## src/rtl/eep_pkg.sv

```systemverilog
package eep_pkg;
    typedef enum logic [3:0] {
        ST_IDLE,
        ST_CTRL,
        ST_CTRL_ACK,
        ST_WADDR,
        ST_WADDR_ACK,
        ST_WDATA,
        ST_WDATA_ACK,
        ST_RDATA,
        ST_RACK,
        ST_WAIT
    } eep_state_e;

    localparam logic [3:0] DEV_CODE = 4'b1010;
endpackage

```

## src/rtl/eep_line_filter.sv

```systemverilog
module eep_line_filter #(
    parameter int SYNC_STAGES = 2,
    parameter int WIN         = 3
) (
    input  logic clk,
    input  logic rst_n,
    input  logic raw,
    output logic clean
);
    localparam int HALF = WIN / 2;

    logic [SYNC_STAGES-1:0] sync_q;
    logic [WIN-1:0]         win_q;

    always_ff @(posedge clk or negedge rst_n) begin
        if (!rst_n) begin
            sync_q <= '1;
            win_q  <= '1;
            clean  <= 1'b1;
        end else begin
            sync_q <= {sync_q[SYNC_STAGES-2:0], raw};
            win_q  <= {win_q[WIN-2:0], sync_q[SYNC_STAGES-1]};
            clean  <= ($countones(win_q) > HALF);
        end
    end
endmodule

```

## src/rtl/eep_bus_cond.sv

```systemverilog
module eep_bus_cond (
    input  logic clk,
    input  logic rst_n,
    input  logic scl,
    input  logic sda,
    output logic scl_rise,
    output logic scl_fall,
    output logic start_det,
    output logic stop_det
);
    logic scl_q, sda_q;

    always_ff @(posedge clk or negedge rst_n) begin
        if (!rst_n) begin
            scl_q <= 1'b1;
            sda_q <= 1'b1;
        end else begin
            scl_q <= scl;
            sda_q <= sda;
        end
    end

    always_comb begin
        scl_rise  = scl & ~scl_q;
        scl_fall  = ~scl & scl_q;
        start_det = scl & scl_q & sda_q & ~sda;
        stop_det  = scl & scl_q & ~sda_q & sda;
    end
endmodule

```

## src/rtl/eep_addr_ptr.sv

```systemverilog
module eep_addr_ptr #(
    parameter int ADDR_W    = 11,
    parameter int PAGE_BITS = 4
) (
    input  logic              clk,
    input  logic              rst_n,
    input  logic              load_blk,
    input  logic [ADDR_W-9:0] blk,
    input  logic              load_word,
    input  logic [7:0]        word,
    input  logic              inc_page,
    input  logic              inc_full,
    output logic [ADDR_W-1:0] ptr
);
    always_ff @(posedge clk or negedge rst_n) begin
        if (!rst_n) begin
            ptr <= '0;
        end else begin
            if (load_blk)
                ptr[ADDR_W-1:8] <= blk;
            if (load_word)
                ptr[7:0] <= word;
            if (inc_page)
                ptr[PAGE_BITS-1:0] <= ptr[PAGE_BITS-1:0] + 1'b1;
            if (inc_full)
                ptr <= ptr + 1'b1;
        end
    end
endmodule

```

## src/rtl/eep_serial_slave.sv

```systemverilog
module eep_serial_slave
    import eep_pkg::*;
#(
    parameter int ADDR_W    = 11,
    parameter int PAGE_BITS = 4
) (
    input  logic              clk,
    input  logic              rst_n,
    input  logic              scl_in,
    input  logic              sda_in,
    output logic              sda_oe,
    input  logic              busy,
    output logic              wr_valid,
    output logic [ADDR_W-1:0] wr_addr,
    output logic [7:0]        wr_data,
    output logic              wr_commit,
    output logic [ADDR_W-1:0] rd_addr,
    input  logic [7:0]        rd_data
);
    localparam int BLK_W  = ADDR_W - 8;
    localparam int N_LINE = 2;

    logic [N_LINE-1:0] line_raw, line_clean;
    logic scl_f, sda_f;
    logic scl_rise, scl_fall, start_det, stop_det;

    assign line_raw = {scl_in, sda_in};
    assign scl_f    = line_clean[1];
    assign sda_f    = line_clean[0];

    for (genvar g = 0; g < N_LINE; g++) begin : g_line
        eep_line_filter #(.SYNC_STAGES(2), .WIN(3)) u_filt (
            .clk  (clk),
            .rst_n(rst_n),
            .raw  (line_raw[g]),
            .clean(line_clean[g])
        );
    end

    eep_bus_cond u_cond (
        .clk      (clk),
        .rst_n    (rst_n),
        .scl      (scl_f),
        .sda      (sda_f),
        .scl_rise (scl_rise),
        .scl_fall (scl_fall),
        .start_det(start_det),
        .stop_det (stop_det)
    );

    eep_state_e  state, next;
    logic [7:0]  shreg, txreg;
    logic [3:0]  cnt;
    logic        rw_q, mack, wrote;
    logic        byte_end, ctrl_ok, in_ack;
    logic        load_blk, load_word, inc_page, inc_full;
    logic [ADDR_W-1:0] ptr;

    assign byte_end = scl_fall && (cnt == 4'd8);
    assign ctrl_ok  = (shreg[7:4] == DEV_CODE) && !busy;

    eep_addr_ptr #(.ADDR_W(ADDR_W), .PAGE_BITS(PAGE_BITS)) u_ptr (
        .clk      (clk),
        .rst_n    (rst_n),
        .load_blk (load_blk),
        .blk      (shreg[BLK_W:1]),
        .load_word(load_word),
        .word     (shreg),
        .inc_page (inc_page),
        .inc_full (inc_full),
        .ptr      (ptr)
    );

    // state register
    always_ff @(posedge clk or negedge rst_n) begin
        if (!rst_n) state <= ST_IDLE;
        else        state <= next;
    end

    // next-state logic
    always_comb begin
        next = state;
        unique case (state)
            ST_IDLE:      next = ST_IDLE;
            ST_CTRL:      if (byte_end) next = ctrl_ok ? ST_CTRL_ACK : ST_WAIT;
            ST_CTRL_ACK:  if (scl_fall) next = rw_q ? ST_RDATA : ST_WADDR;
            ST_WADDR:     if (byte_end) next = busy ? ST_WAIT : ST_WADDR_ACK;
            ST_WADDR_ACK: if (scl_fall) next = ST_WDATA;
            ST_WDATA:     if (byte_end) next = busy ? ST_WAIT : ST_WDATA_ACK;
            ST_WDATA_ACK: if (scl_fall) next = ST_WDATA;
            ST_RDATA:     if (scl_fall && cnt == 4'd7) next = ST_RACK;
            ST_RACK:      if (scl_fall) next = mack ? ST_RDATA : ST_WAIT;
            ST_WAIT:      next = ST_WAIT;
            default:      next = ST_IDLE;
        endcase
        if (stop_det)       next = ST_IDLE;
        else if (start_det) next = ST_CTRL;
    end

    // outputs
    always_comb begin
        in_ack    = (state == ST_CTRL_ACK) || (state == ST_WADDR_ACK) ||
                    (state == ST_WDATA_ACK);
        sda_oe    = in_ack || ((state == ST_RDATA) && !txreg[7]);
        load_blk  = (state == ST_CTRL)  && byte_end && ctrl_ok;
        load_word = (state == ST_WADDR) && byte_end && !busy;
        inc_page  = (state == ST_WDATA) && byte_end && !busy;
        inc_full  = (state == ST_RDATA) && scl_fall && (cnt == 4'd7);
        wr_valid  = inc_page;
        wr_commit = stop_det && wrote;
    end

    assign wr_addr = ptr;
    assign wr_data = shreg;
    assign rd_addr = ptr;

    // datapath
    always_ff @(posedge clk or negedge rst_n) begin
        if (!rst_n) begin
            shreg <= '0;
            txreg <= '1;
            cnt   <= '0;
            rw_q  <= 1'b0;
            mack  <= 1'b0;
            wrote <= 1'b0;
        end else if (start_det || stop_det) begin
            cnt   <= '0;
            txreg <= '1;
            wrote <= 1'b0;
        end else if (next == ST_RDATA && state != ST_RDATA) begin
            txreg <= rd_data;
            cnt   <= '0;
        end else begin
            unique case (state)
                ST_CTRL, ST_WADDR, ST_WDATA: begin
                    if (scl_rise) begin
                        shreg <= {shreg[6:0], sda_f};
                        cnt   <= cnt + 1'b1;
                    end else if (byte_end) begin
                        cnt <= '0;
                    end
                    if (load_blk) rw_q  <= shreg[0];
                    if (inc_page) wrote <= 1'b1;
                end
                ST_RDATA: begin
                    if (scl_fall) begin
                        txreg <= {txreg[6:0], 1'b1};
                        cnt   <= (cnt == 4'd7) ? 4'd0 : cnt + 1'b1;
                    end
                end
                ST_RACK: begin
                    txreg <= '1;
                    if (scl_rise) mack <= !sda_f;
                end
                default: ;
            endcase
        end
    end
endmodule

```

## config.mk

```make
export PLATFORM = sky130hd
export DESIGN_NAME = eep_serial_slave
export DESIGN_NICKNAME = d
export VERILOG_FILES = /design/src/rtl/eep_pkg.sv /design/src/rtl/eep_line_filter.sv /design/src/rtl/eep_bus_cond.sv /design/src/rtl/eep_addr_ptr.sv /design/src/rtl/eep_serial_slave.sv
export SDC_FILE = /design/constraint.sdc
export NUM_CORES = 1
export LEC_CHECK = 0
export ABC_CLOCK_PERIOD_IN_PS = 2350
export CAP_MARGIN = 20
export CORE_MARGIN = 2
export CORE_UTILIZATION = 50
export CTS_CLUSTER_SIZE = 30
export DETAILED_ROUTE_END_ITERATION = 8
export DONT_BUFFER_PORTS = 1
export GPL_TIMING_DRIVEN = 0
export PLACE_DENSITY = 0.72
export SYNTH_ARGS = -nofsm -noshare
export SYNTH_HDL_FRONTEND = slang
export SYNTH_SLANG_ARGS = --single-unit
```

## constraint.sdc

```tcl
create_clock -name clk -period 2.35 [get_ports clk]
set_clock_uncertainty 0.15 [all_clocks]
set_input_delay 0.47 -clock clk [delete_from_list [all_inputs] [get_ports clk]]
set_output_delay 0.47 -clock clk [all_outputs]
set_load 0.1 [all_outputs]
```

==> results of run 1 <==
[synthesized netlist by cell type (all sizes together), types with 4 or more instances]
master,number
nand3,11
nand2,22
a211oi,4
a21o,12
nor3,5
o21ai,11
nor2,19
buf,19
dfstp,22
a22oi,8
or3,5
nor2b,8
dfrtp,30
ha,5
mux2,10
o22ai,4
inv,15
a21oi,12
[per-layer routing]
metal	up-vias	wire, um	global-route usage
met2	72	3050	0.343
met4	0	184	0.0897
met1	1111	2790	0.260
met3	20	340	0.0534
met5	-	0	0
li1	1060	-	-
[placed cells by master (no fill, tap or decap), types with 4 or more instances in the layout]
cell      count
a21o_1       12
nor2b_1       7
nor2_1       17
inv_1        12
nand3_1      10
nand2_1      20
dfstp_2      22
clkbuf_8      5
ha_1          4
a22oi_1       8
o22ai_1       4
dfrtp_2      15
buf_4        25
nor3_1        4
a21oi_1      11
buf_2         7
mux2_2        8
or3_1         4
dfrtp_1      15
o21ai_0       8
[worst max-delay path: stages, from the launching register on]
cell and delay (ns):
dfrtp_1 0.41, inv_2 0.08, ha_4 0.15, nor4bb_4 0.20, nand4b_1 0.21, nor2_4 0.55
[logic make-up (layout without fill, tap and decap cells)]
kind of cell             after synthesis  count (layout)  synth area share
AND/OR/NAND/NOR                       99              99             0.201
AO/OA/AOI/OAI                         72              72             0.184
flip-flops                            52              52             0.471
buffers and inverters                 36              62            0.0660
multiplexers                          13              13            0.0532
adder cells (fa/ha/maj)                5               5            0.0222
XOR/XNOR                               1               1           0.00310
[state kept, by name, summed over array words and instances, names as in the netlist]
signal / flops
u_cond.scl_q: 1
state: 4
rw_q: 1
g_line.u_filt.clean: 2
g_line.u_filt.win_q: 6
txreg: 8
u_ptr.ptr: 11
u_cond.sda_q: 1
wr_data: 8
mack: 1
cnt: 4
g_line.u_filt.sync_q: 4
wrote: 1
[report_power, final]
part | switching, uW | internal (uW) | total, uW | leakage, uW
Sequential | 541 | 1070 | 1610 | 0.000605
Combinational | 186 | 214 | 400 | 0.000786
Clock | 340 | 226 | 566 | 0.0000511
[repair_timing]
action	in CTS	in global routing
buffers inserted	9	5
hold buffers	4	0
resized for setup	30	8
setup endpoints to repair	19	9
pin swaps	6	8
hold endpoints to repair	54	0
[per-stage QoR]
stage / utilization / setup WS [ns] / instance area, um2
floorplan: - / -0.0273 / 2840
global placement: 0.535 / -0.186 / 2930
detailed placement: 0.535 / -0.196 / 2930
CTS: 0.588 / -0.202 / 3220
global route: 0.600 / -0.256 / 3280
finish: 0.600 / -0.200 / 3280
[area by class of cell]
class | instances | area (um2)
repair buffers | 18 | 163
multi-input cells | 190 | 1380
fillers | 474 | 2190
well taps | 72 | 90.1
clock buffers | 5 | 68.8
flip-flops and latches | 52 | 1350
plain buffers | 21 | 144
clock inverters | 3 | 28.8
inverters | 15 | 60.1
[how the worst max path moves through the flow]
stage / startpoint / endpoint / slack [ns] / cells past startpoint
global route: cnt[0] / wr_valid / -0.26 / 5
detailed placement: cnt[0] / wr_valid / -0.20 / 5
global placement: cnt[0] / wr_valid / -0.19 / 5
finish: cnt[0] / wr_valid / -0.20 / 5
CTS: u_cond.scl_q / wr_valid / -0.20 / 3
floorplan: cnt[0] / wr_valid / -0.03 / 5
==> summary.md, run 1 <==
| Metric | Value |
|---|---|
| Failing checks | negative setup slack |
| Hold EP | txreg[0] |
| Maximum clock insertion buffer count | 2 |
| Die ar. | about 6300 um2 |
| Top cells by area, synth | dfrtp_1, dfstp_2, a21o_1 |
| Starting Density | 0.516 |
| Drt pass-1 iters | 4 |
| HP Start | rd_data[0] |
| # setup viols final | 2 |
| Fin crit period | around 2.5 ns |
| Num CTS Buffers | 5 |
| Initial antenna violation count | 0 |
| Antenna-violating nets left | 0 |
| Min-delay worst type | input pin to flip-flop |
| Worst endpoint required time | 1.73 ns |
| First-pass GRT wire length | 10200 um |
| DR iter-0 viols | around 170 |
| Synth top area share | 0.266 |
| Most used DFF post-synth | dfrtp_1 |
| Layout net count | 321 |
| Number of enable flip-flop cells after synthesis | 0 |
| Largest net degree at the start of global routing | 53 |
| Sequential fraction of the synthesis area | 0.471 |
| Standard-cell row count | 27 |
| R2r endpoint | u_ptr.ptr[3] |
| Status | finished with violations |
| Power Dens Cells | a little under 800 nW/um2 |
| Startpoint types | flip-flop |
| Final Hold Fails | 0 |
| Clk pin slew, worst setup/hold paths | 0.11 ns |
| Synthesized instance count | roughly 280 |
| Number of global-route vias before repair | 2089 |
| I/O Buffers | 0 |
| Layout cells sized above 1 | 0.375 |
| Period utilization | 1.09 |
| Async S/R FF share, synth | 1.00 |
| Core area | roughly 5500 um2 |
| Final Instance Count excl. Fillers | 376 |
| Worst hold path cell count | 2 |
| Flop2flop setup slack | about 0.05 ns |
| Mean Syn Cell Area | just over 10 um2 |
| Sink Count | 52 |
| Max-slew violation total from the final report | 0 |
| Yosys reg bits | 52 |
| Die width | 79.1 um |
| Via Count | between 2000 and 2500 |
| Worst-path fanout max | 3 |
| Area Growth Syn to Fin | 16.3% |
| CTS root buffer | clkbuf_8 |
| Hold WS | around 0.12 ns |
| RSZ-0062 raised after global routing | yes |
| Final Worst Setup Slack | -0.200 ns |
| Path depth of the worst reg2reg path | 7 |
| Placed Cells | 350 |
| Vias/cell | around 6.0 |
| Synthesized cell area | roughly 2800 um2 |
| Number of max-cap violations | 0 |
| Diode count | 0 |
| Leak pwr | roughly 0.0014 uW |
| Largest area contributor in the netlist | dfrtp_1 |
| Top-level I/O count | between 40 and 50 |
| Setup_tns | -0.247 ns |
| Kind of critical path | flip-flop to output pin |
| DR WL/cell | approximately 17 um |
| Total Power | about 2600 uW |
| Synth unique cells | 63 |
| Final wirelength | 6370 um |
| Syn_nets | roughly 300 |
| # DRC | 0 |
| Worst slew pin tran | around 1.0 ns |
| Crit end category | output pin |
| H-tree depth | 2 |
| Slew margin rel. | 0.307 |
| Vert. Die Dim | ~80 um |
| CTS tree | done |
| Worst EP arrival | around 1.9 ns |
| Post-DP HPWL | 4230 um |
| Fmax | ~400 MHz |
| Clk Latency, worst-skew pair | between 0.3 and 0.4 ns |
| Final RePlAce weighted congestion | between 0.8 and 0.9 |
| Overall Global Routing Usage | 0.209 |
| Total congestion overflow | 0 |
| Max IR drop VDD | 0.549 mV |
| Synth warn | 0 |
| R2r startpoint | cnt[0] |
Note: power is estimated with default switching activity, not from simulation.
==> inputs of run 2 (changes only) <==
CELL_PAD_IN_SITES_DETAIL_PLACEMENT = 0   (was not set)
CELL_PAD_IN_SITES_GLOBAL_PLACEMENT = 1   (was not set)
CORE_UTILIZATION = 49   (was 50)
PLACE_DENSITY = 0.86   (was 0.72)
==> run 2 against run 1 <==
Effect of this change: the run still ends with negative setup slack left; clock power is 2% lower; non-clock buffer count did not move; global-route usage shrank 0.33 points; worst hold slack improved by 0.012 ns; die area is 1.9% higher; design area decreased by 0.11%; first-iteration DRC count is 21% lower; via count is 3.4% lower; combinational power down 7.0%; power is 1.8% lower; sequential power about the same; highest routed layer unchanged.
==> summary.md, run 2 (synthesis gave the netlist of run 1 again) <==
| Metric | Value |
|---|---|
| Slew margin rel. | 0.312 (+0.00475) |
| Max-slew violation total from the final report | 0 (unchanged) |
| Vert. Die Dim | 79.9 um (+0.97%) |
| Layout cells sized above 1 | 0.368 (-0.00658) |
| Standard-cell row count | 27 (unchanged) |
| Power share of the clock group | 0.219 (about the same) |
| Clk pin slew, worst setup/hold paths | 0.10 ns (about the same) |
| Final RePlAce weighted congestion | 0.839 (-4.4%) |
| Post-DP HPWL | 4170 um (-1.4%) |
| Power share of the combinational group | 0.147 (-0.008) |
| Path depth of the worst reg2reg path | 6 (-1) |
| Worst-path fanout max | 2 (-1) |
| DR WL/cell | 16.5 um (-2.9%) |
| Number of max-cap violations | 0 (unchanged) |
| Antenna-violating nets left | 0 (unchanged) |
| Max reg flops | 11 (unchanged) |
| Die width | 79.9 um (+0.97%) |
| Crit end category | output pin |
| Most frequent cells in the layout | buf_4, dfstp_2, nand2_1 |
| RSZ-0062 raised after global routing | yes |
| Clk Latency, worst-skew pair | 0.31 ns (about the same) |
| Fmax | 396 MHz (+1.1%) |
| Critical path startpoint | u_cond.scl_q |
| Reg area | 1350 um2 (unchanged) |
| Drt pass-1 iters | 4 (unchanged) |
| Kind of critical path | flip-flop to output pin |
| Min-delay worst type | input pin to flip-flop |
| Flop2flop setup slack | 0.09 ns (+0.04 ns) |
| First-pass GRT wire length | 10400 um (+1.8%) |
| Max IR drop VDD | 0.414 mV (-25%) |
| Final Hold Fails | 0 (unchanged) |
| R2r startpoint | state[2] |
| Period utilization | 1.07 (-0.0117) |
| Maximum clock insertion buffer count | 2 (unchanged) |
| Core area | 5540 um2 (+1.2%) |
| Diode count | 0 (unchanged) |
| CTS root buffer | clkbuf_8 |
| I/O Buffers | 0 (unchanged) |
| Final Instance Count excl. Fillers | 376 (unchanged) |
| Multi-input logic area | 1380 um2 (-0.36%) |
| Largest net degree at the start of global routing | 53 (unchanged) |
| Top-level I/O count | 46 (unchanged) |
| Initial antenna violation count | 0 (unchanged) |
| Layout net count | 321 (unchanged) |
| Starting Density | 0.509 (-0.00629) |
| Leak pwr | 0.00145 uW (+0.27%) |
| Placed Cells | 350 (unchanged) |
| Total congestion overflow | 0 (unchanged) |
| Power Dens Cells | 771 nW/um2 (-1.7%) |
| Worst EP arrival | 1.90 ns (-0.03 ns) |
| Number of global-route vias before repair | 2092 (+0.14%) |
| Sink Count | 52 (unchanged) |
| Sw Share | 0.410 (-0.00446) |
| H-tree depth | 2 (unchanged) |
| # DRC | 0 (unchanged) |
| CTS tree | done |
| Final core occ | 0.592 (-0.00799) |
| Num CTS Buffers | 5 (unchanged) |
| Worst endpoint required time | 1.73 ns (about the same) |
| Fin crit period | 2.52 ns (-0.0276 ns) |
| DR iter-0 viols | 137 (-21%) |
| R2r endpoint | rw_q |
| Die ar. | 6380 um2 (+1.9%) |
| Biggest register | u_ptr.ptr |
| # setup viols final | 2 (unchanged) |
| Failing checks | negative setup slack |
| Worst slew pin tran | 1.03 ns (-0.00713 ns) |
| NetSw | 1040 uW (-2.9%) |
| Pint | 1490 uW (-1.1%) |
| CP endpoint | wr_valid |
| Setup_tns | -0.230 ns (+0.0176 ns) |
| Startpoint types | flip-flop |
| Via Count | 2187 (-3.4%) |
| Filler instances | 468 (-1.3%) |
| Status | finished with violations |
| Final Worst Setup Slack | -0.172 ns (+0.0276 ns) |
| Area Growth Syn to Fin | 16.1% |
| Sequential share of power | 0.634 (+0.009) |
| Vias/cell | 5.82 (-3.4%) |
| Overall Global Routing Usage | 0.205 (-0.00334) |
| Final wirelength | 6190 um (-2.9%) |
| Most common cell after layout, fill and taps aside | buf_4 |
[run 2: changes by cell type in the layout (fill, tap and decap cells not counted), sizes merged]
cell / change
clkinvlp: -1
inv: +1
[run 2: worst min-delay path by stage]
stage                     from  endpoint  slack [ns]  cells past startpoint
finish              rd_data[0]  txreg[0]        0.13                      2
global placement         rst_n     wrote        0.03                      0
detailed placement       rst_n     wrote        0.03                      0
floorplan                rst_n    cnt[0]        0.02                      0
CTS                 rd_data[0]  txreg[0]        0.13                      2
global route        rd_data[0]  txreg[0]        0.14                      2
[run 2: final cells by class]
class	count	share of cell area
Tap cell	72	0.0275
Multi-Input combinational cell	190	0.419
Clock inverter	3	0.00878
Timing Repair Buffer	18	0.0508
Buffer	21	0.0443
Sequential cell	52	0.411
Inverter	15	0.0172
Clock buffer	5	0.0210
[run 2: what timing repair did]
| item | CTS | global route |
|---|---|---|
| hold buffers | 4 | 0 |
| hold endpoints to repair | 54 | 0 |
| pin swaps | 6 | 8 |
| endpoints found under the setup margin | 19 | 15 |
| setup buffers | 5 | 9 |
| gates resized for setup | 26 | 12 |
[run 2: routing by layer]
metal,wire (um),share of wire,global-route usage
met1,2820,0.46,0.275
met5,0,0,0
met4,89,0.014,0.0508
met3,280,0.045,0.0452
met2,3000,0.48,0.338
[run 2: power by group through the flow]
stage	clock (uW)	combinational [uW]	sequential, uW
floorplan	0	251	1570
global placement	0	288	1620
detailed placement	0	292	1620
CTS	572	359	1600
global route	616	418	1630
finish	554	372	1600
[run 2: metrics by stage]
stage	power [uW]	hold slack, ns	worst slack [ns]	instance area, um2
global route	2660	0.136	-0.279	3280
floorplan	1820	0.0244	-0.0273	2840
global placement	1900	0.0260	-0.196	2930
CTS	2530	0.133	-0.225	3180
detailed placement	1910	0.0258	-0.217	2930
finish	2530	0.133	-0.172	3280
[run 2: critical path: stages, from the launching register on]
cell      delay, ns
dfstp_2        0.55
nor4bb_4       0.28
nand4b_1       0.20
nor2_4         0.56
==> inputs of run 3 (changes only) <==
ABC_AREA = 1   (was not set)
ABC_CLOCK_PERIOD_IN_PS = 3000   (was 2350)
CORE_UTILIZATION = 50   (was 49)
GPL_TIMING_DRIVEN = not set   (was 0)
PLACE_DENSITY = 0.91   (was 0.86)
clock period = 3 ns   (was 2.35 ns; I/O delays follow)
==> run 3 against run 2 <==
Effect of this change: the flow now finishes without violations; combinational power is 94% higher; worst hold slack got worse by 0.013 ns; utilization is 1.6 points lower; sequential power decreased by 34%; first-iteration DRC count fell by 23%; power shrank 13%; count of clock-buffer cells in the layout unchanged; critical path type unchanged; critical endpoint unchanged; highest routed layer unchanged.
==> summary.md, run 3 <==
| Metric | Value |
|---|---|
| Status | complete, no violations |
| Yosys reg bits | 52 (unchanged) |
| Placed Cells | 453 (+29%) |
| Worst hold path cell count | 0 (-2) |
| Path depth of the worst reg2reg path | 8 (+2) |
| Top cells by area, synth | dfrtp_1, dfstp_2, nand2_1 |
| Vert. Die Dim | 80.8 um (+1.1%) |
| Max reg flops | 11 (unchanged) |
| Diode count | 0 (unchanged) |
| Max IR drop VDD | 0.344 mV (-17%) |
| Die ar. | 6520 um2 (+2.2%) |
| CTS tree | done |
| Synthesized cell area | 2950 um2 (+4.4%) |
| RSZ-0062 raised after global routing | no |
| Overall Global Routing Usage | 0.218 (+0.0129) |
| Sw Share | 0.451 (+0.0405) |
| H-tree depth | 2 (unchanged) |
| Min-delay worst type | input pin to flip-flop |
| Critical path startpoint | cnt[0] |
| Die width | 80.8 um (+1.1%) |
| Fmax | ~370 MHz |
| Leak pwr | 0.00160 uW (+10%) |
| Power share of the clock group | 0.198 (-0.021) |
| Largest area contributor in the netlist | dfrtp_1 |
| Total congestion overflow | 0 (unchanged) |
| Met1 wire length | 2790 um (-0.99%) |
| Setup_tns | 0 ns (+0.230 ns) |
| # DRC | 0 (unchanged) |
| Met3 routed wirelength | 321 um (+15%) |
| Core area | 5610 um2 (+1.2%) |
| Worst endpoint required time | 2.25 ns (+0.52 ns) |
| Crit end category | output pin |
| DR iter-0 viols | 106 (-23%) |
| Synthesized instance count | 377 (+36%) |
| I/O Buffers | 0 (unchanged) |
| Kind of critical path | flip-flop to output pin |
| Top-level I/O count | 46 (unchanged) |
| Final Instance Count excl. Fillers | 463 (+23%) |
| Power share of the combinational group | 0.327 (+0.180) |
| Biggest register | u_ptr.ptr |
| Final Worst Setup Slack | 0.281 ns (+0.453 ns) |
| Number of max-cap violations | 0 (unchanged) |
| Via Count | 2485 (+14%) |
| Syn_nets | 395 (+33%) |
| Most used DFF post-synth | dfrtp_1 |
| Synth top cells by count | nand2_1, inv_1, nand3_1 |
| Initial antenna violation count | 0 (unchanged) |
| Worst-path fanout max | 8 (+6) |
| Power Dens Cells | 684 nW/um2 (-11%) |
| Clk pin slew, worst setup/hold paths | 0.10 ns (about the same) |
| Number of global-route vias before repair | 2363 (+13%) |
| Async S/R FF share, synth | 1.00 (unchanged) |
| Vias/cell | 5.37 (-7.7%) |
| First-pass GRT wire length | 11000 um (+6.3%) |
| Maximum clock insertion buffer count | 2 (unchanged) |
| Placed inst area | 3090 um2 (+5.6%) |
| Post-DP HPWL | 4830 um (+16%) |
| Worst slew pin tran | 1.02 ns (-0.0109 ns) |
| Final instance area | 3230 um2 (-1.6%) |
| Filler instances | 540 (+15%) |
| # setup viols final | 0 (-2) |
| Placement Setup Slack | 0.621 ns (+0.838 ns) |
| Antenna-violating nets left | 0 (unchanged) |
| Top-count cell post-synth | nand2_1 |
| Period utilization | 0.906 |
| Layout cells sized above 1 | 0.230 (-0.138) |
| Detailed-routed wire length on met2 | 3300 um (+10%) |
| Synth top area share | 0.255 (-0.0112) |
| Starting Density | 0.525 (+0.0160) |
| Post_cts resized | 0 (-100%) |
| Clk Latency, worst-skew pair | 0.32 ns (about the same) |
| Top routing layer in use | met4 |
| Fin crit period | approximately 2.7 ns |
| Most frequent cells in the layout | nand2_1, inv_1, nand3_1 |
| Hold Buf Count CTS | 2 (-2) |
| HP Start | scl_in |
| Slew margin rel. | 0.319 (+0.00726) |
| Num CTS Buffers | 5 (unchanged) |
| NetSw | 994 uW (-4.1%) |
| Flop2flop setup slack | 0.86 ns (+0.77 ns) |
| Startpoint types | flip-flop |
| Worst EP arrival | 1.97 ns (+0.07 ns) |
| R2r endpoint | u_ptr.ptr[8] |
| Sequential share of power | 0.475 (-0.159) |
| Sink Count | 52 (unchanged) |
| R2r startpoint | u_ptr.ptr[0] |
| Setup repair bufs after CTS | 0 (-5) |
| Drt pass-1 iters | 4 (unchanged) |
| Standard-cell row count | 27 (unchanged) |
| Max-slew violation total from the final report | 0 (unchanged) |
| Mean Syn Cell Area | 7.82 um2 (-23%) |
| Layout net count | 408 (+27%) |
| Sequential fraction of the synthesis area | 0.451 (-0.0198) |
| Pint | 1210 uW (-19%) |
| Final Hold Fails | 0 (unchanged) |
| Number of enable flip-flop cells after synthesis | 0 (unchanged) |
| Largest net degree at the start of global routing | 53 (unchanged) |
| Synth unique cells | 36 (-43%) |
| Final wirelength | 6500 um (+5.0%) |
| CTS root buffer | clkbuf_8 |
| DR WL/cell | 14.0 um (-15%) |
| Synth warn | 0 (unchanged) |
| CP endpoint | wr_valid |
| Most common cell after layout, fill and taps aside | nand2_1 |
| Final RePlAce weighted congestion | 0.911 (+8.6%) |
| Area Growth Syn to Fin | 9.47% |
-- run 3: stage by stage --
step	util	hold WS (ns)	total power, uW
after floorplan	-	0.154	1620
after global placement	0.551	0.156	1740
after detailed placement	0.551	0.156	1760
after CTS	0.575	0.108	2220
after global routing	0.575	0.0959	2330
final	0.575	0.120	2200
-- run 3: area by class of cell --
class	instances	area, um2	share of cell area
clock buffers	5	68.8	0.0213
clock inverters	3	28.8	0.00892
inverters	46	173	0.0535
multi-input cells	262	1330	0.412
flip-flops and latches	52	1340	0.416
well taps	72	90.1	0.0279
repair buffers	23	195	0.0605
-- run 3: critical path, stage by stage, from the launching register on --
cell,delay [ns]
dfrtp_1,0.42
inv_1,0.09
ha_1,0.14
nand3_1,0.10
nor2_2,0.28
nand3_1,0.24
inv_1,0.10
buf_4,0.29
-- run 3: power by group through the flow --
| stage | clock, uW | combinational (uW) | sequential (uW) |
|---|---|---|---|
| CTS | 452 | 722 | 1050 |
| global route | 478 | 787 | 1060 |
| floorplan | 0 | 313 | 1300 |
| global placement | 0 | 690 | 1050 |
| detailed placement | 0 | 701 | 1060 |
| finish | 437 | 721 | 1050 |
-- run 3: cell families after synthesis --
kind of cell               count (synthesis)  synth area share
AOI/OAI and AO/OA                         49            0.0943
and+or+nand+nor                          205             0.323
buffers and inverters                     63             0.101
xor gates and xnor gates                   3           0.00892
DFF                                       52             0.451
adders and majority gates                  5            0.0212
-- run 3: worst min-delay path by stage --
stage / endpoint / slack, ns
after floorplan: cnt[0] / 0.15
after global placement: cnt[3] / 0.16
after detailed placement: cnt[0] / 0.16
after CTS: g_line[1].u_filt.sync_q[0] / 0.11
after global routing: g_line[1].u_filt.sync_q[0] / 0.1
final: g_line[1].u_filt.sync_q[0] / 0.12
-- run 3: layer usage --
metal | GRT usage | vias up
li1 | - | 1237
met1 | 0.266 | 1173
met2 | 0.392 | 66
met3 | 0.0422 | 9
met4 | 0.0644 | 0
met5 | 0 | -
